--- src/rtl/operand_bypass_pkg.sv ---
package operand_bypass_pkg;
   // Source codes returned on the select outputs; order encodes priority value
   typedef enum logic [1:0] {
      SRC_REGFILE = 2'd0,
      SRC_ALU     = 2'd1,
      SRC_MEM     = 2'd2,
      SRC_WB      = 2'd3
   } fwd_src_e;

   localparam int unsigned FWD_STAGES = 3;
   localparam int unsigned SEL_W      = 2;
endpackage

--- src/rtl/bypass_dest_qual.sv ---
module bypass_dest_qual #(
   parameter int unsigned REG_W    = 5,
   parameter int unsigned ZERO_REG = 31
) (
   input  logic             wr_en,
   input  logic [REG_W-1:0] dest_in,
   output logic [REG_W-1:0] dest_out
);
   localparam logic [REG_W-1:0] ZERO_IDX = REG_W'(ZERO_REG);

   // A stage that does not write is steered to the zero register
   always_comb dest_out = wr_en ? dest_in : ZERO_IDX;
endmodule

--- src/rtl/bypass_pick2.sv ---
module bypass_pick2 #(
   parameter int unsigned DATA_W = 32
) (
   input  logic              pick_alt,
   input  logic [DATA_W-1:0] base_val,
   input  logic [DATA_W-1:0] alt_val,
   output logic [DATA_W-1:0] out_val
);
   always_comb out_val = pick_alt ? alt_val : base_val;
endmodule

--- src/rtl/bypass_operand_sel.sv ---
module bypass_operand_sel
   import operand_bypass_pkg::*;
#(
   parameter int unsigned DATA_W   = 32,
   parameter int unsigned REG_W    = 5,
   parameter int unsigned ZERO_REG = 31
) (
   input  logic [REG_W-1:0]  src_reg,
   input  logic [REG_W-1:0]  dest_alu,
   input  logic [REG_W-1:0]  dest_mem,
   input  logic [REG_W-1:0]  dest_wb,
   input  logic [DATA_W-1:0] rf_val,
   input  logic [DATA_W-1:0] alu_val,
   input  logic [DATA_W-1:0] mem_val,
   input  logic [DATA_W-1:0] wb_val,
   output logic [DATA_W-1:0] opnd,
   output logic [SEL_W-1:0]  sel
);
   localparam logic [REG_W-1:0] ZERO_IDX = REG_W'(ZERO_REG);

   logic [REG_W-1:0]  dest_arr [FWD_STAGES];
   logic [DATA_W-1:0] val_arr  [FWD_STAGES];
   logic [FWD_STAGES-1:0] hit;

   always_comb begin
      dest_arr[0] = dest_alu;
      dest_arr[1] = dest_mem;
      dest_arr[2] = dest_wb;
      val_arr[0]  = alu_val;
      val_arr[1]  = mem_val;
      val_arr[2]  = wb_val;
   end

   genvar g;
   generate
      for (g = 0; g < FWD_STAGES; g++) begin : g_cmp
         assign hit[g] = (src_reg != ZERO_IDX) && (src_reg == dest_arr[g]);
      end
   endgenerate

   // Walk from oldest stage to youngest so the youngest match overrides
   always_comb begin
      opnd = rf_val;
      sel  = SRC_REGFILE;
      for (int k = FWD_STAGES - 1; k >= 0; k--) begin
         if (hit[k]) begin
            opnd = val_arr[k];
            sel  = SEL_W'(k + 1);
         end
      end
   end
endmodule

--- src/rtl/operand_bypass.sv ---
module operand_bypass
   import operand_bypass_pkg::*;
#(
   parameter int unsigned DATA_W   = 32,
   parameter int unsigned INSTR_W  = 32,
   parameter int unsigned REG_W    = 5,
   parameter int unsigned ZERO_REG = 31,
   parameter int unsigned RA_LSB   = 16,
   parameter int unsigned RB_LSB   = 11,
   parameter int unsigned RC_LSB   = 21
) (
   input  logic [INSTR_W-1:0] rf_instr,
   input  logic               rf_b_from_rc,
   input  logic [DATA_W-1:0]  rf_rd1,
   input  logic [DATA_W-1:0]  rf_rd2,
   input  logic [REG_W-1:0]   alu_rc,
   input  logic               alu_we,
   input  logic               alu_link,
   input  logic [DATA_W-1:0]  alu_y,
   input  logic [DATA_W-1:0]  alu_pc4,
   input  logic [REG_W-1:0]   mem_rc,
   input  logic               mem_we,
   input  logic               mem_link,
   input  logic [DATA_W-1:0]  mem_y,
   input  logic [DATA_W-1:0]  mem_pc4,
   input  logic [REG_W-1:0]   wb_rc,
   input  logic               wb_we,
   input  logic               wb_from_mem,
   input  logic [DATA_W-1:0]  wb_y,
   input  logic [DATA_W-1:0]  wb_rdata,
   output logic [DATA_W-1:0]  opnd_a,
   output logic [DATA_W-1:0]  opnd_b,
   output logic [1:0]         sel_a,
   output logic [1:0]         sel_b
);
   localparam int unsigned N_OPND = 2;

   initial begin
      assert (ZERO_REG < (1 << REG_W))
         else $error("ZERO_REG does not fit in REG_W bits");
      assert (RA_LSB + REG_W <= INSTR_W && RB_LSB + REG_W <= INSTR_W
              && RC_LSB + REG_W <= INSTR_W)
         else $error("register field lies outside the instruction");
      assert (DATA_W > 0) else $error("DATA_W must be positive");
   end

   // Qualified destinations, one per forwarding stage
   logic [REG_W-1:0] q_alu, q_mem, q_wb;
   logic [REG_W-1:0] stage_rc [FWD_STAGES];
   logic             stage_we [FWD_STAGES];
   logic [REG_W-1:0] stage_q  [FWD_STAGES];

   always_comb begin
      stage_rc[0] = alu_rc;  stage_we[0] = alu_we;
      stage_rc[1] = mem_rc;  stage_we[1] = mem_we;
      stage_rc[2] = wb_rc;   stage_we[2] = wb_we;
   end

   genvar s;
   generate
      for (s = 0; s < FWD_STAGES; s++) begin : g_qual
         bypass_dest_qual #(.REG_W(REG_W), .ZERO_REG(ZERO_REG)) i_qual (
            .wr_en   (stage_we[s]),
            .dest_in (stage_rc[s]),
            .dest_out(stage_q[s])
         );
      end
   endgenerate

   assign q_alu = stage_q[0];
   assign q_mem = stage_q[1];
   assign q_wb  = stage_q[2];

   // Rebuild the value each stage will eventually write
   logic [DATA_W-1:0] v_alu, v_mem, v_wb;

   bypass_pick2 #(.DATA_W(DATA_W)) i_pick_alu (
      .pick_alt(alu_link), .base_val(alu_y), .alt_val(alu_pc4), .out_val(v_alu));
   bypass_pick2 #(.DATA_W(DATA_W)) i_pick_mem (
      .pick_alt(mem_link), .base_val(mem_y), .alt_val(mem_pc4), .out_val(v_mem));
   bypass_pick2 #(.DATA_W(DATA_W)) i_pick_wb (
      .pick_alt(wb_from_mem), .base_val(wb_y), .alt_val(wb_rdata), .out_val(v_wb));

   // Source register numbers
   logic [REG_W-1:0] src_a, src_b;
   always_comb begin
      src_a = rf_instr[RA_LSB +: REG_W];
      src_b = rf_b_from_rc ? rf_instr[RC_LSB +: REG_W] : rf_instr[RB_LSB +: REG_W];
   end

   logic [REG_W-1:0]  op_src [N_OPND];
   logic [DATA_W-1:0] op_rf  [N_OPND];
   logic [DATA_W-1:0] op_out [N_OPND];
   logic [SEL_W-1:0]  op_sel [N_OPND];

   always_comb begin
      op_src[0] = src_a;  op_rf[0] = rf_rd1;
      op_src[1] = src_b;  op_rf[1] = rf_rd2;
   end

   genvar o;
   generate
      for (o = 0; o < N_OPND; o++) begin : g_opnd
         bypass_operand_sel #(
            .DATA_W(DATA_W), .REG_W(REG_W), .ZERO_REG(ZERO_REG)
         ) i_sel (
            .src_reg (op_src[o]),
            .dest_alu(q_alu),
            .dest_mem(q_mem),
            .dest_wb (q_wb),
            .rf_val  (op_rf[o]),
            .alu_val (v_alu),
            .mem_val (v_mem),
            .wb_val  (v_wb),
            .opnd    (op_out[o]),
            .sel     (op_sel[o])
         );
      end
   endgenerate

   assign opnd_a = op_out[0];
   assign opnd_b = op_out[1];
   assign sel_a  = op_sel[0];
   assign sel_b  = op_sel[1];
endmodule

--- config.mk ---
export PLATFORM = sky130hd
export DESIGN_NAME = operand_bypass
export DESIGN_NICKNAME = d
export VERILOG_FILES = /design/src/rtl/operand_bypass_pkg.sv /design/src/rtl/bypass_dest_qual.sv /design/src/rtl/bypass_pick2.sv /design/src/rtl/bypass_operand_sel.sv /design/src/rtl/operand_bypass.sv
export SDC_FILE = /design/constraint.sdc
export NUM_CORES = 1
export LEC_CHECK = 0
export BUFFER_PORTS_ARGS = -buffer_cell sky130_fd_sc_hd__buf_4
export CORE_AREA = 2 2 147 149
export DETAILED_ROUTE_END_ITERATION = 10
export DIE_AREA = 0 0 149 151
export PLACE_DENSITY_LB_ADDON = 0.15
export SLEW_MARGIN = 5
export SYNTH_ARGS = -nofsm -noshare
export SYNTH_HDL_FRONTEND = slang
export SYNTH_SLANG_ARGS = --single-unit
--- constraint.sdc ---
create_clock -name vclk -period 4.55
set_input_delay 0.91 -clock vclk [all_inputs]
set_output_delay 0.91 -clock vclk [all_outputs]
set_load 0.05 [all_outputs]
* After elaboration in Yosys (flattened, before gate mapping)
Index checks and enable logic that the tools add are counted.
Storage, ports and cells: output and inout port bits 68, register bits 0
Cells by class: muxes and demuxes 19, eq/ne operators 8, reductions and logical operators 6
Operators by type and width (count):
- 2-to-1 mux 32 bit | 9
- equality test 5 bit | 6
- 2-to-1 mux 5 bit | 4
- 2-to-1 mux 2 bit | 6
- inequality test 5 bit (second input constant) | 2
- logical AND 1 bit | 6

* Longest topological paths before layout
Gate-level depths: netlist (run 1).
depth after elaboration 6, depth in mapped cells 10

* Cells and area by module
From an unflattened synthesis (run 1), not the netlist that was laid out.
Unflattened totals: cells, all modules 578, area total of the unflattened synthesis 4996.0 µm²
By module, submodules not included:
- bypass_operand_sel | area an instance 1606.5 µm², instances 2, cells each 225
- bypass_pick2 | area an instance 544.3 µm², instances 3, cells each 36
- bypass_dest_qual | area an instance 31.3 µm², instances 3, cells each 5
- operand_bypass | area an instance 56.3 µm², instances 1, cells each 5

* Worst setup path after synthesis (run 1)
No wires, ideal clock.
path kind in2out, start in rf_b_from_rc, end out opnd_b[10], setup slack 0.081 ns, stages 9, buffers on the path 2, arrival 3.559 ns, cell sequence buf_6 mux2i_4 nand4b_1 o211ai_1 o21ai_2 a2111oi_4 buf_6 mux2_4 mux2i_1
Between the ends: longest elaborated chain between the ends 6, elaborated cells on any way between the ends 11, classes of those cells eq/ne: 4; mux: 4; reduce/logical: 3
Ends and longest elaborated chain:
- from (decl) | line operand_bypass.sv:13 | input logic rf_b_from_rc,
- 2-to-1 mux 5 bit (*) | line operand_bypass.sv:88 | src_b = rf_b_from_rc ? rf_instr[RC_LSB +: REG_W] : rf_instr[RB_LSB +: REG_W];
- inequality test 5 bit / equality test 5 bit (equally long branches) | line bypass_operand_sel.sv:37 | assign hit[g] = (src_reg != ZERO_IDX) && (src_reg == dest_arr[g]);
- logical AND 1 bit | line bypass_operand_sel.sv:37
- 2-to-1 mux 32 bit (2 in a row) | line bypass_operand_sel.sv:46 | if (hit[k]) begin
- 2-to-1 mux 32 bit (*) | line bypass_operand_sel.sv:46
- to (decl) | line operand_bypass.sv:32 | output logic [DATA_W-1:0] opnd_b,
Every way passes the cells marked *; elsewhere a longest branch is shown, timed or not.

* Final worst setup path (run 1)
start in rf_b_from_rc, end out opnd_b[12]
The elaborated chain is that of the path after synthesis.

==> flow_metrics.env, run 1 <==
export IMPL_synth_avg_cell_area_um2=9.541
export IMPL_antennaDiodeCount=0
export IMPL_cp_depth=10
export IMPL_syn_nets=761
export IMPL_wire_per_inst_um=18.20
export IMPL_synth_seq_area_share=0
export IMPL_setup_viol_count_final=0
export IMPL_syn_to_final_growth_pct=67.64
export IMPL_crit_type="input port to output pin"
export IMPL_slew_headroom=0.5548
export IMPL_status="finished clean"
export IMPL_ir_worst_vdd_v=0.00006708
export IMPL_grt_ovfl_total=0
export IMPL_ys_warn_count=0
export IMPL_worst_setup_path_end_kind="output pin"
export IMPL_power_leakage_nw=3.230
export IMPL_place_congestion=0.7694
export IMPL_fin_cells=1063
export IMPL_die_area_um2=22500
export IMPL_nets=1100
export IMPL_cp_slowest_cell="a221oi_1"
export IMPL_cp_max_fo=13
export IMPL_coreArea_um2=20820
export IMPL_fin_tns_setup_ns=0
export IMPL_cp_start_kind="input port"
export IMPL_postCtsSetupBuffers=0
export IMPL_drt_first_pass_iters=4
export IMPL_hold_viol=0
export IMPL_final_common_cell="buf_4"
export IMPL_vias_per_cell=4.528
export IMPL_die_y_um=151
export IMPL_crit_required_ns=3.64
export IMPL_syn_cell_area_um2=4303
export IMPL_routed_wl_um=19350
export IMPL_cp_arrival_ns=3.42
export IMPL_cpPeakStageDelay_ns=0.41
export IMPL_dp_hpwl_um=15710
export IMPL_post_route_min_period_ns=4.326
export IMPL_drcViolationCount=0
export IMPL_rsz0062_at_grt="no"
export IMPL_tightest_slew_ns=0.6678
export IMPL_min_delay_path_class="input port to output pin"
export IMPL_crit_chain="buf_4, mux2i_4, mux2_1, a221oi_1, nor4b_4, buf_4, mux2i_1, mux2_4, mux2i_1, buf_4"
export IMPL_rows=53
export IMPL_worst_hold_path_endpoint="opnd_b[3]"
export IMPL_vias=4813
export IMPL_hold_path_cell_count=4
export IMPL_syn_inst=451
export IMPL_dr_first_iter_drc_count=103
export IMPL_synthDistinctLibCells=48
export IMPL_grt_usage=0.1560
export IMPL_start_util=0.2066
export IMPL_cts_resized=0
export IMPL_fp_dieW_um=149
export IMPL_antenna_left=0
export IMPL_io_pins=378
export IMPL_power_density_nw_per_um2=126.4
export IMPL_crit_path_frequent_cell="buf_4"
export IMPL_grt_start_max_net_pins=33
export IMPL_max_freq_mhz=231.1
export IMPL_postCtsHoldBufs=0
export IMPL_seq_area_um2=0
export IMPL_antenna_found_initial=0
export IMPL_post_route_period_util=0.9509
export IMPL_clock_buffers=0
export IMPL_max_cap_viol_count=0
export IMPL_io_buffers=361
export IMPL_seq_cells=0
export IMPL_grt_first_pass_wirelength_um=27680
export IMPL_path_buf_inv=3
export IMPL_slew_violations=0
export IMPL_grt_pass1_vias=4807
export IMPL_dp_cells=1063
export IMPL_path_delay_family="multiplexers"
export IMPL_synth_top_area_share=0.4513
export IMPL_mostFrequentLayoutCells="372 x buf_4, 194 x mux2i_1, 69 x mux2_2"
export IMPL_hp_start="alu_y[3]"
export IMPL_synthTopCellsByArea="mux2i_1 45%, mux2_2 18%, mux2_4 7.3%, mux2_1 2.6%, xnor2_1 2.2%"
export IMPL_yosysTopAreaCell="mux2i_1"
export IMPL_drive_gt1_frac=0.6117
[synthesized netlist by cell type (3+ instances only)]
cell type        n
nor2b_1          8
nand2_1          8
mux2i_1        194
mux2_1          10
dlygate4sd3_1    5
o21ai_0          8
nor3_1           4
buf_2            8
buf_12           3
o22ai_1          3
mux2i_4          3
a21oi_1          8
nand3_1          4
clkbuf_1        12
xnor2_1         11
buf_6            8
nand3b_1         4
nor2_1           8
nor3b_1          3
a21o_1           3
xor2_1           4
mux2_2          69
mux2_4          21
inv_1            9
[cells by family (layout without fill, tap and decap cells)]
family                    count (synthesis)  after routing  share of synthesized area
muxes                                   298            298                     0.7502
AOI/OAI and AO/OA                        36             36                    0.06368
buffers and inverters                    47            384                    0.07793
and+or+nand+nor                          55             55                    0.07764
xor gates and xnor gates                 15             15                    0.03053
[stage by stage]
stage	utilization	instance area [um2]	worst slack, ns	hold slack (ns)	power, W
4_1_cts	0.3464	7213	0.2092	2.316	0.0009231
3_3_place_gp	0.3464	7213	0.2359	2.320	0.0009188
3_5_place_dp	0.3464	7213	0.2187	2.307	0.0009205
2_1_floorplan	-	4303	0.08147	2.325	0.0005529
5_1_grt	0.3464	7213	0.1104	2.329	0.0009684
6_report	0.3464	7213	0.2236	2.312	0.0009115
[tightest hold or removal path: cells and delay by family]
| kind | cells | cell delay, ns |
|---|---|---|
| buffers and inverters | 2 | 0.28 |
| muxes | 2 | 0.20 |
[how the worst max path moves through the flow]
stage                 endpoint  slack [ns]         start
floorplan           opnd_b[10]        0.08  rf_b_from_rc
global placement     opnd_b[7]        0.24  rf_b_from_rc
detailed placement   opnd_b[7]        0.22  rf_b_from_rc
CTS                  opnd_b[7]        0.21  rf_b_from_rc
global route         opnd_b[9]        0.11  rf_b_from_rc
finish              opnd_b[12]        0.22  rf_b_from_rc
[layout make-up]
class | count | area, um2
repair buffers | 375 | 2853
inverters | 9 | 33.78
fillers | 2242 | 13610
well taps | 275 | 344.1
multi-input cells | 404 | 3983
[where the power goes]
group	internal (W)	switching (W)	total [W]
combinational	0.000428	0.000484	0.000911
sequential	0	0	0
clock	0	0	0
total	0.000428	0.000484	0.000911
[layer usage]
layer / routed length [um] / track usage / share of wire
met1: 7729 / 0.1864 / 0.40
met2: 10290 / 0.3115 / 0.53
met3: 1330 / 0.02169 / 0.069
met4: 0 / 0 / 0
met5: 0 / 0 / 0
No activity file was read; power rests on OpenSTA's default activity.
==> run 2: changes to the inputs <==
Settings changed: CELL_PAD_IN_SITES_DETAIL_PLACEMENT from default to 0, CELL_PAD_IN_SITES_GLOBAL_PLACEMENT from default to 1, CORE_AREA 2 2 147 149 to 2 2 146 148, DIE_AREA 0 0 149 151 to 0 0 148 150.
==> run 2 against run 1 <==
Effect of this change:
- final area rose by 0.59%
- critical path depth did not move
- die area fell by 1.3%
- global-route usage rose by 1.4 points
- flip-flop and latch count did not move
- worst hold slack improved by 0.00078 ns
- final cell count barely moved
- first-iteration DRC count fell by 12%
- count of clock-buffer cells in the layout did not move
- maximum frequency fell by 0.61%
- combinational power rose by 1%
==> flow_metrics.env, run 2 (synthesis gave the netlist of run 1 again) <==
export IMPL_coreArea_um2=20690
export IMPL_worst_setup_path_end_kind="output pin"
export IMPL_wire_per_inst_um=19.42
export IMPL_rows=53
export IMPL_io_pins=378
export IMPL_die_area_um2=22200
export IMPL_die_y_um=150
export IMPL_cp_max_fo=17
export IMPL_grt_start_max_net_pins=33
export IMPL_grt_first_pass_wirelength_um=29730
export IMPL_multi_input_area_um2=3983
export IMPL_grt_pass1_vias=5186
export IMPL_seq_cells=0
export IMPL_slew_violations=0
export IMPL_power_leakage_nw=3.237
export IMPL_grt_usage=0.1696
export IMPL_crit_required_ns=3.64
export IMPL_drt_first_pass_iters=5
export IMPL_rsz0062_at_grt="no"
export IMPL_place_congestion=0.8168
export IMPL_dp_slack_ns=0.1608
export IMPL_dr_first_iter_drc_count=91
export IMPL_post_route_min_period_ns=4.353
export IMPL_max_cap_viol_count=0
export IMPL_tightest_slew_ns=0.6831
export IMPL_postCtsHoldBufs=0
export IMPL_slew_headroom=0.5446
export IMPL_crit_type="input port to output pin"
export IMPL_postCtsSetupBuffers=0
export IMPL_clock_buffers=0
export IMPL_grt_use_met3=0.01829
export IMPL_fin_tns_setup_ns=0
export IMPL_antennaDiodeCount=0
export IMPL_fillers=2180
export IMPL_drcViolationCount=0
export IMPL_antenna_found_initial=0
export IMPL_setup_ws_ns=0.1971
export IMPL_io_buffers=361
export IMPL_cp_slowest_cell="a221oi_1"
export IMPL_hold_viol=0
export IMPL_mostFrequentLayoutCells="367 x buf_4, 194 x mux2i_1, 69 x mux2_2"
export IMPL_seq_area_um2=0
export IMPL_grt_use_met2=0.3359
export IMPL_top_usage_layer="met2"
export IMPL_path_delay_family="multiplexers"
export IMPL_crit_chain="buf_4, mux2i_4, mux2_1, a221oi_1, nor4b_4, buf_12, mux2i_1, mux2_4, mux2i_1, buf_4"
export IMPL_min_delay_path_class="input port to output pin"
export IMPL_routed_wl_um=20630
export IMPL_cpPeakStageDelay_ns=0.41
export IMPL_post_route_period_util=0.9567
export IMPL_antenna_left=0
export IMPL_status="finished clean"
export IMPL_grt_use_met1=0.2046
export IMPL_grt_ovfl_total=0
export IMPL_nets=1099
export IMPL_setup_viol_count_final=0
export IMPL_syn_to_final_growth_pct=68.62
export IMPL_fp_dieW_um=148
export IMPL_cp_start_kind="input port"
export IMPL_start_util=0.2080
export IMPL_final_common_cell="buf_4"
export IMPL_drive_gt1_frac=0.6112
export IMPL_vias_per_cell=4.549
export IMPL_cp_arrival_ns=3.44
export IMPL_path_buf_inv=3
export IMPL_ir_worst_vdd_v=0.00004620
export IMPL_power_density_nw_per_um2=127.2
export IMPL_cts_resized=0
export IMPL_vias=4831
export IMPL_dp_hpwl_um=16540
export IMPL_max_freq_mhz=229.7
-- run 2: changes by cell type in the layout (fill, tap and decap cells not counted), sizes merged --
cell,previous run,this run
buf,375,374
-- run 2: final timing paths --
check | depth (start not counted) | to | from | slack [ns]
worst max-delay path | 10 | opnd_b[3] | rf_b_from_rc | 0.20
worst min-delay path | 4 | opnd_a[2] | alu_y[2] | 2.31
-- run 2: area by class of cell --
class | count | share of cell area
Multi-Input combinational cell | 404 | 0.5489
Inverter | 9 | 0.004656
Tap cell | 275 | 0.04742
Timing Repair Buffer | 374 | 0.3990
-- run 2: power breakdown --
group / leakage, nW / switching (W) / internal [W]
Combinational: 3.24 / 0.000492 / 0.000431
Clock: 0 / 0 / 0
Sequential: 0 / 0 / 0
Total: 3.24 / 0.000492 / 0.000431
-- run 2: per-stage QoR --
step	util	hold WS [ns]	cell area [um2]	total power [W]	instances
2_1_floorplan	-	2.325	4303	0.0005529	451
3_3_place_gp	0.3507	2.311	7256	0.0009202	1062
3_5_place_dp	0.3507	2.306	7256	0.0009298	1062
4_1_cts	0.3507	2.315	7256	0.0009324	1062
5_1_grt	0.3507	2.334	7256	0.0009764	1062
6_report	0.3507	2.312	7256	0.0009233	1062
-- run 2: metal layers --
metal,up-vias,share of wire
met3,10,0.056
met5,-,0
li1,2382,-
met1,2252,0.40
met2,187,0.53
met4,0,0.0054
==> run 3: changes to the inputs <==
Clock period 4.55 ns to 4.65 ns, I/O delays scaled along.
==> run 3 against run 2 <==
Effect of this change:
- die area is the same
- total power shrank 2.7%
- final area shrank 0.69%
- wire length shrank 1.7%
- flip-flop and latch count is the same
- non-clock buffer count is the same
- critical path type unchanged
- highest routed layer unchanged
==> flow_metrics.env, run 3 (synthesis gave the netlist of run 1 again) <==
export IMPL_min_delay_path_class="input port to output pin"
export IMPL_met2_length_um=10690
export IMPL_grt_first_pass_wirelength_um=29240
export IMPL_hp_start="alu_y[13]"
export IMPL_grt_ovfl_total=0
export IMPL_place_congestion=0.8055
export IMPL_cp_arrival_ns=3.54
export IMPL_final_common_cell="buf_4"
export IMPL_dp_hpwl_um=16480
export IMPL_crit_chain="buf_4, mux2i_4, nor3b_2, a221oi_1, nor4b_4, buf_4, mux2i_1, mux2_1, mux2i_1, buf_4"
export IMPL_place_area_um2=7206
export IMPL_hold_path_cell_count=4
export IMPL_antenna_found_initial=0
export IMPL_dp_slack_ns=0.1434
export IMPL_power_density_nw_per_um2=124.6
export IMPL_ir_worst_vdd_v=0.00004617
export IMPL_antennaDiodeCount=0
export IMPL_start_util=0.2080
export IMPL_seq_cells=0
export IMPL_seq_area_um2=0
export IMPL_fin_cells=1062
export IMPL_tightest_slew_ns=0.6897
export IMPL_power_leakage_nw=3.225
export IMPL_grt_usage=0.1662
export IMPL_vias_per_cell=4.611
export IMPL_wl_met3_um=1223
export IMPL_fin_area_um2=7206
export IMPL_worst_hold_path_endpoint="opnd_b[13]"
export IMPL_vias=4897
export IMPL_fin_tns_setup_ns=0
export IMPL_drt_met1_wl_um=8054
export IMPL_io_buffers=361
export IMPL_crit_path_frequent_cell="buf_4"
export IMPL_cp_slowest_cell="mux2i_4"
export IMPL_crit_type="input port to output pin"
export IMPL_slew_headroom=0.5402
export IMPL_io_pins=378
export IMPL_cp_start_kind="input port"
export IMPL_setup_ws_ns=0.1794
export IMPL_slew_violations=0
export IMPL_max_freq_mhz=223.7
export IMPL_fillers=2231
export IMPL_rows=53
export IMPL_dp_cells=1062
export IMPL_hold_viol=0
export IMPL_status="finished clean"
export IMPL_clock_buffers=0
export IMPL_top_layer_used="met4"
export IMPL_crit_required_ns=3.72
export IMPL_nets=1099
export IMPL_coreArea_um2=20690
export IMPL_fp_dieW_um=148
export IMPL_post_route_min_period_ns=4.471
export IMPL_syn_to_final_growth_pct=67.46
export IMPL_cp_max_fo=17
export IMPL_wire_per_inst_um=19.09
export IMPL_drt_first_pass_iters=4
export IMPL_die_area_um2=22200
export IMPL_worst_setup_path_end_kind="output pin"
export IMPL_rsz0062_at_grt="no"
export IMPL_routed_wl_um=20270
export IMPL_die_y_um=150
export IMPL_cts_resized=0
export IMPL_drcViolationCount=0
export IMPL_antenna_left=0
export IMPL_grt_start_max_net_pins=33
export IMPL_max_cap_viol_count=0
export IMPL_cpPeakStageDelay_ns=0.44
export IMPL_dr_first_iter_drc_count=97
export IMPL_drive_gt1_frac=0.6112
export IMPL_postCtsSetupBuffers=0
export IMPL_setup_viol_count_final=0
export IMPL_postCtsHoldBufs=0
export IMPL_post_route_period_util=0.9614
export IMPL_grt_pass1_vias=5154
export IMPL_mostFrequentLayoutCells="371 x buf_4, 194 x mux2i_1, 69 x mux2_2"
[run 3: cell types whose count changed in the layout (fill, tap and decap cells not counted)]
cell | before | now
buf_4 | 367 | 371
buf_12 | 7 | 3
[run 3: power by group]
group | internal (W) | switching [W]
clock network | 0 | 0
logic | 0.000419 | 0.000479
registers | 0 | 0
total | 0.000419 | 0.000479
[run 3: critical path, delay by kind of cell]
kind / cells / cell delay [ns]
mux: 4 / 1.00
buf+inv: 3 / 0.83
simple gates: 2 / 0.64
compound gates: 1 / 0.13
[run 3: worst max-delay path by stage]
stage                             from          to  slack (ns)  cells past startpoint
final                     rf_b_from_rc  opnd_b[27]        0.18                     10
after global routing      rf_b_from_rc  opnd_b[28]        0.02                     10
after CTS                 rf_b_from_rc  opnd_b[28]        0.13                     10
after detailed placement  rf_b_from_rc  opnd_b[15]        0.14                     10
after global placement    rf_b_from_rc  opnd_b[25]        0.17                     10
after floorplan           rf_b_from_rc  opnd_b[10]        0.14                      9
[run 3: per-layer routing]
metal	global-route usage	up-vias
met5	0	-
met3	0.01890	18
met4	0.02000	0
li1	-	2383
met1	0.1981	2298
met2	0.3255	198
[run 3: layout make-up]
class	count	area (um2)	area share
timing repair buffer	374	2845	0.3949
tap	275	344.1	0.04775
inverter	9	33.78	0.004688
multi-input combinational	404	3983	0.5527
[run 3: metrics by stage]
stage / utilization / power [W] / hold slack (ns)
floorplan: - / 0.0005410 / 2.365
global placement: 0.3483 / 0.0008964 / 2.353
detailed placement: 0.3483 / 0.0009039 / 2.352
CTS: 0.3483 / 0.0009066 / 2.358
global route: 0.3483 / 0.0009499 / 2.385
finish: 0.3483 / 0.0008980 / 2.351
